==> src/rtl/cntro_pkg.sv <==
package cntro_pkg;
    localparam int CNT_W  = 64;
    localparam int WORD_W = 32;
    localparam int NFRAME = 2;
    localparam int LO_OFS = 0;
    localparam int HI_OFS = 4;

    typedef struct packed {
        logic              rvalid;
        logic [CNT_W-1:0]  rdata;
        logic [WORD_W-1:0] shadow;
    } frame_st_t;
endpackage

==> src/rtl/cntro_counter.sv <==
module cntro_counter
    import cntro_pkg::*;
#(
    parameter logic [CNT_W-1:0] RST_VAL = '0
) (
    input  logic             clk,
    input  logic             rst_n,
    input  logic             en,
    output logic [CNT_W-1:0] count
);
    logic [CNT_W-1:0] cnt_d, cnt_q;

    always_comb begin
        cnt_d = cnt_q;
        if (en) cnt_d = cnt_q + CNT_W'(1);
    end

    always_ff @(posedge clk or negedge rst_n) begin
        if (!rst_n) cnt_q <= RST_VAL;
        else        cnt_q <= cnt_d;
    end

    assign count = cnt_q;

    assert_count_step_R2: assert property (@(posedge clk) disable iff (!rst_n)
        en |=> cnt_q == $past(cnt_q) + CNT_W'(1));
    assert_count_hold_R2: assert property (@(posedge clk) disable iff (!rst_n)
        !en |=> $stable(cnt_q));
endmodule

==> src/rtl/cntro_frame.sv <==
module cntro_frame
    import cntro_pkg::*;
#(
    parameter int AW = 12
) (
    input  logic             clk,
    input  logic             rst_n,
    input  logic             allow,
    input  logic             req,
    input  logic             wr,
    input  logic             wide,
    input  logic [AW-1:0]    addr,
    input  logic [CNT_W-1:0] count,
    output logic [CNT_W-1:0] rdata,
    output logic             rvalid
);
    localparam int PAD_W = CNT_W - WORD_W;

    frame_st_t st_d, st_q;
    logic is_lo, is_hi, rd_ok;

    assign is_lo = (addr == AW'(LO_OFS));
    assign is_hi = (addr == AW'(HI_OFS));
    assign rd_ok = req & ~wr & allow;

    always_comb begin
        st_d        = st_q;
        st_d.rvalid = req & ~wr;
        st_d.rdata  = '0;
        if (rd_ok) begin
            if (wide) begin
                if (is_lo) st_d.rdata = count;
            end else if (is_lo) begin
                st_d.rdata  = {{PAD_W{1'b0}}, count[WORD_W-1:0]};
                st_d.shadow = count[CNT_W-1:WORD_W];
            end else if (is_hi) begin
                st_d.rdata  = {{PAD_W{1'b0}}, st_q.shadow};
            end
        end
    end

    always_ff @(posedge clk or negedge rst_n) begin
        if (!rst_n) st_q <= '0;
        else        st_q <= st_d;
    end

    assign rdata  = st_q.rdata;
    assign rvalid = st_q.rvalid;

    assert_rvalid_read_R3: assert property (@(posedge clk) disable iff (!rst_n)
        (req && !wr) |=> rvalid);
    assert_rvalid_idle_R3: assert property (@(posedge clk) disable iff (!rst_n)
        (!req || wr) |=> !rvalid);
    assert_narrow_pad_R4: assert property (@(posedge clk) disable iff (!rst_n)
        (req && !wide) |=> rdata[CNT_W-1:WORD_W] == '0);
    assert_deny_zero_R7: assert property (@(posedge clk) disable iff (!rst_n)
        (req && !allow) |=> rdata == '0);
    assert_shadow_hold_R9: assert property (@(posedge clk) disable iff (!rst_n)
        (!req || wr || !allow) |=> $stable(st_q.shadow));
    assert_bad_ofs_R10: assert property (@(posedge clk) disable iff (!rst_n)
        (req && !is_lo && !is_hi) |=> rdata == '0);
endmodule

==> src/rtl/cnt_readout_top.sv <==
module cnt_readout_top
    import cntro_pkg::*;
#(
    parameter int               AW      = 12,
    parameter logic [CNT_W-1:0] RST_VAL = '0
) (
    input  logic             clk,
    input  logic             rst_n,
    input  logic             cnt_en,
    input  logic             base_pct_en,
    input  logic             user_pct_en,
    input  logic             b_req,
    input  logic             b_wr,
    input  logic             b_wide,
    input  logic [AW-1:0]    b_addr,
    output logic [CNT_W-1:0] b_rdata,
    output logic             b_rvalid,
    input  logic             u_req,
    input  logic             u_wr,
    input  logic             u_wide,
    input  logic [AW-1:0]    u_addr,
    output logic [CNT_W-1:0] u_rdata,
    output logic             u_rvalid
);
    logic [CNT_W-1:0]  count;
    logic [NFRAME-1:0] allow_v, req_v, wr_v, wide_v, rvalid_v;
    logic [AW-1:0]     addr_v  [NFRAME];
    logic [CNT_W-1:0]  rdata_v [NFRAME];

    cntro_counter #(.RST_VAL(RST_VAL)) u_counter (
        .clk   (clk),
        .rst_n (rst_n),
        .en    (cnt_en),
        .count (count)
    );

    // Frame 0 is the base frame; frame 1 inherits its permission.
    assign allow_v = {base_pct_en & user_pct_en, base_pct_en};
    assign req_v   = {u_req,  b_req};
    assign wr_v    = {u_wr,   b_wr};
    assign wide_v  = {u_wide, b_wide};
    assign addr_v[0] = b_addr;
    assign addr_v[1] = u_addr;

    for (genvar i = 0; i < NFRAME; i++) begin : g_frame
        cntro_frame #(.AW(AW)) u_frame (
            .clk    (clk),
            .rst_n  (rst_n),
            .allow  (allow_v[i]),
            .req    (req_v[i]),
            .wr     (wr_v[i]),
            .wide   (wide_v[i]),
            .addr   (addr_v[i]),
            .count  (count),
            .rdata  (rdata_v[i]),
            .rvalid (rvalid_v[i])
        );
    end

    assign b_rdata  = rdata_v[0];
    assign b_rvalid = rvalid_v[0];
    assign u_rdata  = rdata_v[1];
    assign u_rvalid = rvalid_v[1];

    assert_user_gate_R8: assert property (@(posedge clk) disable iff (!rst_n)
        (u_req && !base_pct_en) |=> u_rdata == '0);
    assert_base_gate_R7: assert property (@(posedge clk) disable iff (!rst_n)
        (b_req && !base_pct_en) |=> b_rdata == '0);
endmodule

==> config.mk <==
export PLATFORM = sky130hd
export DESIGN_NAME = cnt_readout_top
export DESIGN_NICKNAME = d
export VERILOG_FILES = /design/src/rtl/cntro_pkg.sv /design/src/rtl/cntro_counter.sv /design/src/rtl/cntro_frame.sv /design/src/rtl/cnt_readout_top.sv
export SDC_FILE = /design/constraint.sdc
export NUM_CORES = 1
export LEC_CHECK = 0
export BUFFER_PORTS_ARGS = -buffer_cell sky130_fd_sc_hd__buf_2
export CORE_ASPECT_RATIO = 0.8
export CORE_UTILIZATION = 60
export CTS_CLUSTER_SIZE = 40
export DETAILED_ROUTE_END_ITERATION = 10
export PLACE_DENSITY = 0.83
export SLEW_MARGIN = 10
export SYNTH_ARGS = -nofsm -noshare
export SYNTH_HDL_FRONTEND = slang
export SYNTH_SLANG_ARGS = --single-unit
==> constraint.sdc <==
create_clock -name clk -period 3.5 [get_ports clk]
set_input_delay 0.175 -clock clk [delete_from_list [all_inputs] [get_ports clk]]
set_output_delay 0.175 -clock clk [all_outputs]
set_load 0.1 [all_outputs]
==> results.md, run 1 <==
- Status: finished with violations
- Failing checks: design-rule violations
- Data required, critical path: just under 4 ns
- Root Buffer: clkbuf_16
- CTS-repair resized insts: 0
- Distinct cells, synth: 38
- # rows: 43
- Vias in the first global route: 6629
- Share of post-route cells with drive strength above 1: between 30% and 40%
- Antenna viol nets, final: 0
- Synth warn: 0
- Initial DRC Count: approximately 460
- Hold Path End: g_frame[1].u_frame.rdata[52]
- Leakage: 6.31 nW
- F_max: 387 MHz
- CTS max path bufs: 3
- Setup Total Neg Slack: 0 ns
- Total CTS buffers: 24
- CTS tree: built
- Via-to-Cell Ratio: 5.79
- Avg WL per Cell: a little over 20 um
- DIE HEIGHT: around 120 um
- Syn nets: 907
- Mapped Area: 10900 um^2
- H-tree Lvls: 1
- Crit path kind: reg -> reg
- Final setup vio count: 0
- CP arrival: around 3.0 ns
- Cells on Worst Hold Path: 2
- FF-to-FF End: u_counter.count[41]
- Post-CTS setup buffer count: 0
- Placer congestion estimate: 0.845
- Number of port buffers: around 160
- DR DRC count: 15
- Critical Path Fanout Max: 16
- Antenna cells: 0
- Clk_lat worst skew: 0.52 ns
- Final nets: 944
- Async SR Flop Fraction: between 90% and 100%
- HP Start: u_wide
- R2R cell count: 5
- Hold WC Path Type: in -> reg
- Global route overflow: 0
- DIE WIDTH: 153 um
- Via count: 6668
- CP Capture Type: flop
- Critical Path Start Type: flop
- Ratio of final minimum period to clock period: around three quarters
- Initial antenna violation count: 0
- Pin count of the biggest net entering global routing: 128
- # Max-Cap Violations: 0
- I/O Pins: ~170
- Core area: 17500 um^2
- Final design utilization: 67.3%
- Clock tree sinks: 258
- Measured slew at the worst slew-check pin: 0.950 ns
- Peak supply drop: approximately 0.35 mV
- Synthesis-stage register bit count: 258
- GRT Overall Usage: 25.9%
- DRT Pass-1 Iters: 8
- PwrDens: 492 nW/um^2
- Worst R2R Setup Slack: 0.92 ns
- Area Growth Syn to Fin: 8.53%
- Clk_skew: 0.0153 ns
- Hold WS: 0.278 ns
- Final non-filler cell total: 1151
- Detailed-route wire length: roughly 23 mm
- Fin. Hold Viols: 0
- Slew Viols, Final: 0
- Post-synthesis sequential area ratio: 59.3%
- Worst-path clk slew: 0.06 ns
- Post-Synthesis Cells: approximately 870
- Max-slew headroom: 36.7%
- Ys flop type: dfrtp_1
- DP HPWL: 15.0 mm
- Starting Density: between 60% and 70%
- Synthesized area per cell: around 12 um^2
- Post-route minimum period: roughly 2.6 ns
- Number of synthesized flops with an enable pin: 0
- Total power: between 5 and 6 mW
- Placed insts: 1101
- Reg2reg start: u_counter.count[19]
- First-pass GRT wire length: 37.1 mm
- Die area: 18700 um^2
- RSZ-0062 raised after global routing: false
[worst max path at each step]
stage,to,from,slack [ns]
after floorplan,u_counter.count[61],u_counter.count[18],1.57
after global placement,u_counter.count[55],u_counter.count[18],1.11
after detailed placement,u_counter.count[53],u_counter.count[18],1.01
after CTS,u_counter.count[41],u_counter.count[19],0.96
after global routing,u_counter.count[41],u_counter.count[19],0.79
final,u_counter.count[41],u_counter.count[19],0.92
[kinds of logic (layout without fill, tap and decap cells)]
logic type	Yosys count	count (layout)	share of synthesized area [%]
xor gates and xnor gates	63	63	5.14
buffers and inverters	175	230	10.8
and+or+nand+nor	245	245	13.1
adders and majority gates	1	1	0.115
DFF	258	258	59.3
AOI/OAI and AO/OA	64	64	4.78
muxes	65	65	6.73
[cells in the mapped netlist, types with 7 or more instances]
| cell | count | area (um^2) |
|---|---|---|
| a22o_1 | 32 | 280 |
| a22oi_1 | 32 | 240 |
| and2_1 | 37 | 231 |
| and3_1 | 41 | 257 |
| buf_2 | 7 | 35.0 |
| buf_4 | 128 | 961 |
| clkbuf_1 | 26 | 97.6 |
| dfrtp_1 | 258 | 6460 |
| mux2_2 | 62 | 698 |
| nand2_1 | 33 | 124 |
| nand3_1 | 12 | 60.1 |
| nand4_1 | 21 | 131 |
| nor2_1 | 52 | 195 |
| nor3_1 | 11 | 55.1 |
| nor4_1 | 10 | 62.6 |
| xnor2_1 | 35 | 307 |
| xor2_1 | 27 | 236 |
[through the flow]
step	worst slack, ns	cell area [um^2]
floorplan	1.57	10900
global placement	1.11	11000
detailed placement	1.01	11000
CTS	0.963	11800
global route	0.786	11800
finish	0.916	11800
[worst max-delay path, cell delays in order (launching register included)]
cell and delay, ns:
dfrtp_1 0.49, nand4_4 0.20, nor4_4 0.55, and4_1 0.80
nand4_1 0.23, xnor2_1 0.17
[flip-flops by register name, summed over array words and instances (netlist names)]
register                flops
g_frame.u_frame.rdata     128
g_frame.u_frame.st_q       64
u_counter.count            64
g_frame.u_frame.rvalid      2
[layer usage]
| layer | global-route usage [%] | share of wire, % |
|---|---|---|
| met3 | 5.40 | 7.5 |
| met2 | 41.0 | 47 |
| met4 | 6.57 | 1.7 |
| met1 | 37.2 | 44 |
| met5 | 0 | 0 |
[power breakdown]
part	internal, mW	total (mW)	leakage (nW)	switching [mW]
sequential	3.02	3.10	3.58	0.0726
combinational	0.0698	0.194	2.35	0.124
clock	1.46	2.52	0.386	1.06
total	4.55	5.81	6.31	1.26
[layout make-up]
class | instances | area (um^2)
Clock buffer | 39 | 748
Clock inverter | 5 | 25.0
Fill cell | 1285 | 5730
Inverter | 4 | 15.0
Multi-Input combinational cell | 438 | 3280
Sequential cell | 258 | 6460
Tap cell | 225 | 282
Timing Repair Buffer | 182 | 1010
[repair_timing]
item / CTS / global route
hold buffers: 6 / 0
endpoints found under the setup margin: 0 / 0
endpoints found under the hold margin: 129 / 0
[placed cells by master, fill, tap and decap left out, drive strengths merged]
cell type    netlist  layout
nor3b              1       1
nor2b              3       3
xnor2             36      36
mux2              65      65
nand2b             1       1
inv                4       4
nor3              12      12
a22oi             32      32
nand3             17      17
dfrtp            258     258
ha                 1       1
nor2              52      52
nand4b             1       1
and4               6       6
a22o              32      32
nand2             33      33
clkbuf            28      39
dlygate4sd3        0       6
xor2              27      27
and2              38      38
clkinv             0       5
and3              42      42
nand4             25      25
nor4              14      14
buf              143     176
Power figures use the tool's default switching activity.
==> inputs of run 2 (changes only) <==
CORE_UTILIZATION = 57   (was 60)
PLACE_DENSITY = 0.8   (was 0.83)
clock period = 2.5 ns   (was 3.5 ns; I/O delays follow)
==> results.md, run 2 (synthesis gave the netlist of run 1 again) <==
- Status: completed (was finished with violations)
- CTS tree: built (unchanged)
- Critical Path Start Type: flop (unchanged)
- Root Buffer: clkbuf_16 (unchanged)
- Final Worst Setup Slack: 0.330 ns (was 0.916 ns)
- First-pass GRT wire length: 38.4 mm (was 37.1 mm)
- Slew Viols, Final: 0 (unchanged)
- Initial antenna violation count: 0 (unchanged)
- Slowest-stage cell, CP: nor4_4 (was and4_1)
- Max-slew headroom: 56.8% (was 36.7%)
- Reg2reg start: u_counter.count[20] (was u_counter.count[19])
- Reg area: 6460 um^2 (unchanged)
- Placed insts: 1142 (was 1101)
- I/O Pins: 165 (unchanged)
- Worst-path clk slew: 0.06 ns (about the same)
- Leakage: 6.41 nW (was 6.31 nW)
- Antenna cells: 0 (unchanged)
- DR DRC count: 0 (was 15)
- Crit path kind: reg -> reg (unchanged)
- Core area: 18400 um^2 (was 17500 um^2)
- Detailed-route wire length: 23.8 mm (was 23.4 mm)
- Commonest cells after routing, fill and taps aside: dfrtp_1 (258), buf_2 (163), mux2_2 (62) (unchanged)
- CTS Hold Bufs: 6 (unchanged)
- Fin area: 12000 um^2 (was 11800 um^2)
- Commonest non-fill, non-tap cell in the layout: dfrtp_1 (unchanged)
- Starting Density: 59.2% (was 62.0%)
- CP arrival: 2.55 ns (was 2.97 ns)
- Multi-input logic area: 3280 um^2 (unchanged)
- Avg WL per Cell: 20.0 um (was 20.3 um)
- Total CTS buffers: 25 (was 24)
- H-tree Lvls: 1 (unchanged)
- Clk_lat worst skew: 0.51 ns (was 0.52 ns)
- Measured slew at the worst slew-check pin: 0.648 ns (was 0.950 ns)
- CTS max path bufs: 3 (unchanged)
- DRT Pass-1 Iters: 4 (was 8)
- CTS-repair resized insts: 0 (unchanged)
- Data required, critical path: 2.88 ns (was 3.88 ns)
- Via-to-Cell Ratio: 5.58 (was 5.79)
- Final design utilization: 65.5% (was 67.3%)
- Vias in the first global route: 6797 (was 6629)
- Crit. path cell count: 6 (was 5)
- Top delay family on crit path: simple AND/OR/NAND/NOR gates (unchanged)
- RSZ-0062 raised after global routing: false (unchanged)
- Worst R2R Setup Slack: 0.33 ns (was 0.92 ns)
- Number of port buffers: 164 (unchanged)
- CP Capture Type: flop (unchanged)
- Final non-filler cell total: 1193 (was 1151)
- Die area: 19600 um^2 (was 18700 um^2)
- DP HPWL: 15.4 mm (was 15.0 mm)
- Setup WS pre-CTS: 0.230 ns (was 1.01 ns)
- DIE HEIGHT: 126 um (was 122 um)
- Post-route minimum period: 2.17 ns (was 2.58 ns)
- Critical Path Fanout Max: 10 (was 16)
- # Max-Cap Violations: 0 (unchanged)
- Critical Path, Cell by Cell: nand4_4 -> nor4_4 -> and4_1 -> buf_4 -> nand4_1 -> xnor2_1 (was nand4_4 -> nor4_4 -> and4_1 -> nand4_1 -> xnor2_1)
- Final setup vio count: 0 (unchanged)
- Hold WC Path Type: in -> async (was in -> reg)
- Clk_skew: 0.00913 ns (was 0.0153 ns)
- GRT Overall Usage: 25.5% (was 25.9%)
- # fillers: 1385 (was 1285)
- Via count: 6653 (was 6668)
- Area Growth Syn to Fin: 10.6% (was 8.53%)
- DIE WIDTH: 156 um (was 153 um)
- Area after DPL: 11100 um^2 (was 11000 um^2)
- R2R cell count: 6 (was 5)
- Buf/Inv on CP: 1 (was 0)
- Ratio of final minimum period to clock period: 86.8% (was 73.8%)
- Final nets: 958 (was 944)
- # rows: 44 (was 43)
- Max reg flops: 128 (unchanged)
- Share of post-route cells with drive strength above 1: 33.2% (was 31.9%)
- Total power: 8.43 mW (was 5.81 mW)
- Peak supply drop: 0.439 mV (was 0.353 mV)
- Placer congestion estimate: 0.818 (was 0.845)
- Initial DRC Count: 501 (was 458)
- Post-CTS setup buffer count: 0 (unchanged)
- Pin count of the biggest net entering global routing: 81 (was 128)
- CP max stage delay: 0.54 ns (was 0.80 ns)
- PwrDens: 700 nW/um^2 (was 492 nW/um^2)
- FF-to-FF End: u_counter.count[55] (was u_counter.count[41])
- Hold WS: 0.188 ns (was 0.278 ns)
- Antenna viol nets, final: 0 (unchanged)
- Clock tree sinks: 258 (unchanged)
- Fin. Hold Viols: 0 (unchanged)
- Global route overflow: 0 (unchanged)
- Setup Total Neg Slack: 0 ns (unchanged)
- F_max: 461 MHz (was 387 MHz)
## run 2: cell count changes in the layout (fill, tap and decap cells not counted), sizes merged
cell	previous run	this run
buf	176	189
bufinv	0	2
clkbuf	39	37
clkinv	5	4
clkinvlp	0	2
## run 2: worst max path at each step
| stage | from | to | slack [ns] |
|---|---|---|---|
| global placement | u_addr[7] | g_frame[1].u_frame.st_q[3] | 0.26 |
| detailed placement | u_addr[7] | g_frame[1].u_frame.st_q[27] | 0.23 |
| global route | u_counter.count[18] | u_counter.count[41] | 0.19 |
| CTS | u_counter.count[18] | u_counter.count[55] | 0.34 |
| finish | u_counter.count[20] | u_counter.count[55] | 0.33 |
| floorplan | u_counter.count[18] | u_counter.count[61] | 0.57 |
## run 2: final cells by class
| cell class | count | share of cell area [%] |
|---|---|---|
| inverter | 4 | 0.125 |
| sequential | 258 | 53.6 |
| multi-input combinational | 438 | 27.2 |
| tap | 253 | 2.63 |
| clock inverter | 8 | 0.790 |
| clock buffer | 37 | 6.24 |
| timing repair buffer | 195 | 9.37 |
## run 2: metal layers
| metal | routed length (um) | part of all wire (%) | vias to the layer above | global-route usage, % |
|---|---|---|---|---|
| li1 | - | - | 2953 | - |
| met1 | 10800 | 45 | 3399 | 36.8 |
| met2 | 10700 | 45 | 264 | 39.3 |
| met3 | 1880 | 7.9 | 37 | 6.00 |
| met4 | 481 | 2.0 | 0 | 6.00 |
| met5 | 0 | 0 | - | 0 |
## run 2: worst reg2reg max path, cell delays in order, from the launching register on
cell	delay [ns]
dfrtp_1	0.49
nand4_4	0.20
nor4_4	0.54
and4_1	0.31
buf_4	0.22
nand4_1	0.13
xnor2_1	0.16
## run 2: power breakdown
part           total [mW]  internal (mW)  leakage [nW]  switching [mW]
combinational       0.298          0.110          2.42           0.187
sequential           4.32           4.23          3.58          0.0849
clock                3.81           2.28         0.415            1.53
total                8.43           6.62          6.41            1.80
==> inputs of run 3 (changes only) <==
GPL_ROUTABILITY_DRIVEN = 0   (was default)
clock period = 2.33 ns   (was 2.5 ns; I/O delays follow)
==> results.md, run 3 (synthesis gave the netlist of run 1 again) <==
- CP arrival: 2.51 ns (was 2.55 ns)
- Clock tree sinks: 258 (unchanged)
- DIE WIDTH: 156 um (unchanged)
- P_sw: 1.87 mW (was 1.80 mW)
- Commonest cells after routing, fill and taps aside: dfrtp_1 (258), buf_2 (163), mux2_2 (62) (unchanged)
- Crit path kind: reg -> reg (unchanged)
- Slew Viols, Final: 0 (unchanged)
- # fillers: 1408 (was 1385)
- Max reg flops: 128 (unchanged)
- Vias in the first global route: 6746 (was 6797)
- Starting Density: 59.2% (unchanged)
- PwrDens: 730 nW/um^2 (was 700 nW/um^2)
- Global route overflow: 0 (unchanged)
- Number of port buffers: 164 (unchanged)
- Hold WC Path Type: in -> async (unchanged)
- Initial antenna violation count: 0 (unchanged)
- Power share of the combinational group: 3.7% (was 3.5%)
- Total power: 8.75 mW (was 8.43 mW)
- Critical Path Fanout Max: 7 (was 10)
- Via-to-Cell Ratio: 5.55 (was 5.58)
- # rows: 44 (unchanged)
- Post-route minimum period: 2.14 ns (was 2.17 ns)
- Clk_lat worst skew: 0.51 ns (about the same)
- Pin count of the biggest net entering global routing: 70 (was 81)
- Data required, critical path: 2.70 ns (was 2.88 ns)
- GRT Overall Usage: 24.9% (was 25.5%)
- RSZ-0062 raised after global routing: false (unchanged)
- CP Capture Type: flop (unchanged)
- Avg WL per Cell: 19.7 um (was 20.0 um)
- CTS max path bufs: 3 (unchanged)
- Root Buffer: clkbuf_16 (unchanged)
- Commonest non-fill, non-tap cell in the layout: dfrtp_1 (unchanged)
- Status: completed (unchanged)
- R2R cell count: 6 (unchanged)
- Peak supply drop: 0.462 mV (was 0.439 mV)
- Share of post-route cells with drive strength above 1: 32.7% (was 33.2%)
- Antenna viol nets, final: 0 (unchanged)
- Ratio of final minimum period to clock period: 91.9% (was 86.8%)
- Max-slew headroom: 58.0% (was 56.8%)
- DIE HEIGHT: 126 um (unchanged)
- Fin. Hold Viols: 0 (unchanged)
- # Max-Cap Violations: 0 (unchanged)
- Total CTS buffers: 25 (unchanged)
- Sw Ratio: 21.4% (about the same)
- First-pass GRT wire length: 37.4 mm (was 38.4 mm)
- Clk_skew: 0.0146 ns (was 0.00913 ns)
- Reg power frac: 52.9% (was 51.2%)
- I/O Pins: 165 (unchanged)
- Leakage: 6.38 nW (was 6.41 nW)
- Critical Path Start Type: flop (unchanged)
- Measured slew at the worst slew-check pin: 0.630 ns (was 0.648 ns)
- Reg2reg start: u_counter.count[20] (unchanged)
- Area Growth Syn to Fin: 10.2% (was 10.6%)
- DP HPWL: 15.0 mm (was 15.4 mm)
- Setup Total Neg Slack: 0 ns (unchanged)
- Clock power frac: 43.4% (was 45.2%)
- Worst R2R Setup Slack: 0.19 ns (was 0.33 ns)
- Detailed-route wire length: 23.4 mm (was 23.8 mm)
- Core area: 18400 um^2 (unchanged)
- Final nets: 960 (was 958)
- CTS tree: built (unchanged)
- Worst-path clk slew: 0.07 ns (was 0.06 ns)
- F_max: 467 MHz (was 461 MHz)
- DRT Pass-1 Iters: 5 (was 4)
- Internal power: 6.88 mW (was 6.62 mW)
- Final setup vio count: 0 (unchanged)
- Via count: 6607 (was 6653)
- FF-to-FF End: u_counter.count[55] (unchanged)
- Initial DRC Count: 481 (was 501)
- Die area: 19600 um^2 (unchanged)
- H-tree Lvls: 1 (unchanged)
- DR DRC count: 0 (unchanged)
==> run 3: cell count changes in the layout (fill, tap and decap cells not counted), sizes merged <==
cell	previous run	this run
buf	189	191
clkinvlp	2	1
bufinv	2	1
clkbuf	37	36
diode	0	1
clkinv	4	1
==> run 3: worst max path at each step <==
stage	from	endpoint
final	u_counter.count[20]	u_counter.count[55]
after global routing	u_wr	g_frame[1].u_frame.st_q[21]
after CTS	u_counter.count[19]	u_counter.count[55]
after detailed placement	u_addr[7]	g_frame[1].u_frame.st_q[21]
after global placement	u_addr[7]	g_frame[1].u_frame.st_q[3]
after floorplan	u_counter.count[18]	u_counter.count[61]
==> run 3: through the flow <==
| step | hold WS, ns | utilization (%) | setup slack (ns) | instance area, um^2 | cells |
|---|---|---|---|---|---|
| after floorplan | -0.179 | - | 0.401 | 10900 | 871 |
| after global placement | 0.115 | 60.8 | 0.197 | 11200 | 1144 |
| final | 0.157 | 65.2 | 0.188 | 12000 | 1190 |
| after detailed placement | 0.117 | 60.8 | 0.145 | 11200 | 1144 |
| after global routing | 0.201 | 65.2 | 0.0116 | 12000 | 1189 |
| after CTS | 0.172 | 65.2 | 0.213 | 12000 | 1189 |
==> run 3: cell type report <==
type                       count  area [um^2]  area share (%)
timing repair buffer         197         1170            9.74
clock buffer                  36          717            5.98
sequential                   258         6460            53.8
tap                          253          317            2.64
inverter                       4         15.0           0.125
antenna                        1         2.50          0.0209
multi-input combinational    438         3280            27.3
clock inverter                 3         42.5           0.355
==> run 3: timing repair <==
| action | CTS | global route |
|---|---|---|
| resized for setup | 0 | 0 |
| setup buffers | 0 | 0 |
| endpoints found under the hold margin | 113 | 0 |
| hold buffers | 6 | 0 |
==> run 3: power groups by stage <==
stage / Combinational, mW / Sequential [mW] / Clock, mW
floorplan: 0.109 / 4.71 / 0
global placement: 0.311 / 4.71 / 0
detailed placement: 0.318 / 4.71 / 0
CTS: 0.326 / 4.63 / 3.86
global route: 0.359 / 4.64 / 4.05
finish: 0.322 / 4.63 / 3.80
==> run 3: per-layer routing <==
metal / GRT usage, % / routed length, um
met1: 37.0 / 11100
met2: 38.6 / 10600
met3: 4.16 / 1250
met4: 5.94 / 458
met5: 0 / 0
==> run 3: worst max-delay path: stages, from the launching register on <==
cell and delay [ns]:
dfrtp_1 0.48, nand4_4 0.18, nor4_4 0.54, and4_1 0.31, buf_4 0.20, nand4_1 0.13, xnor2_1 0.16
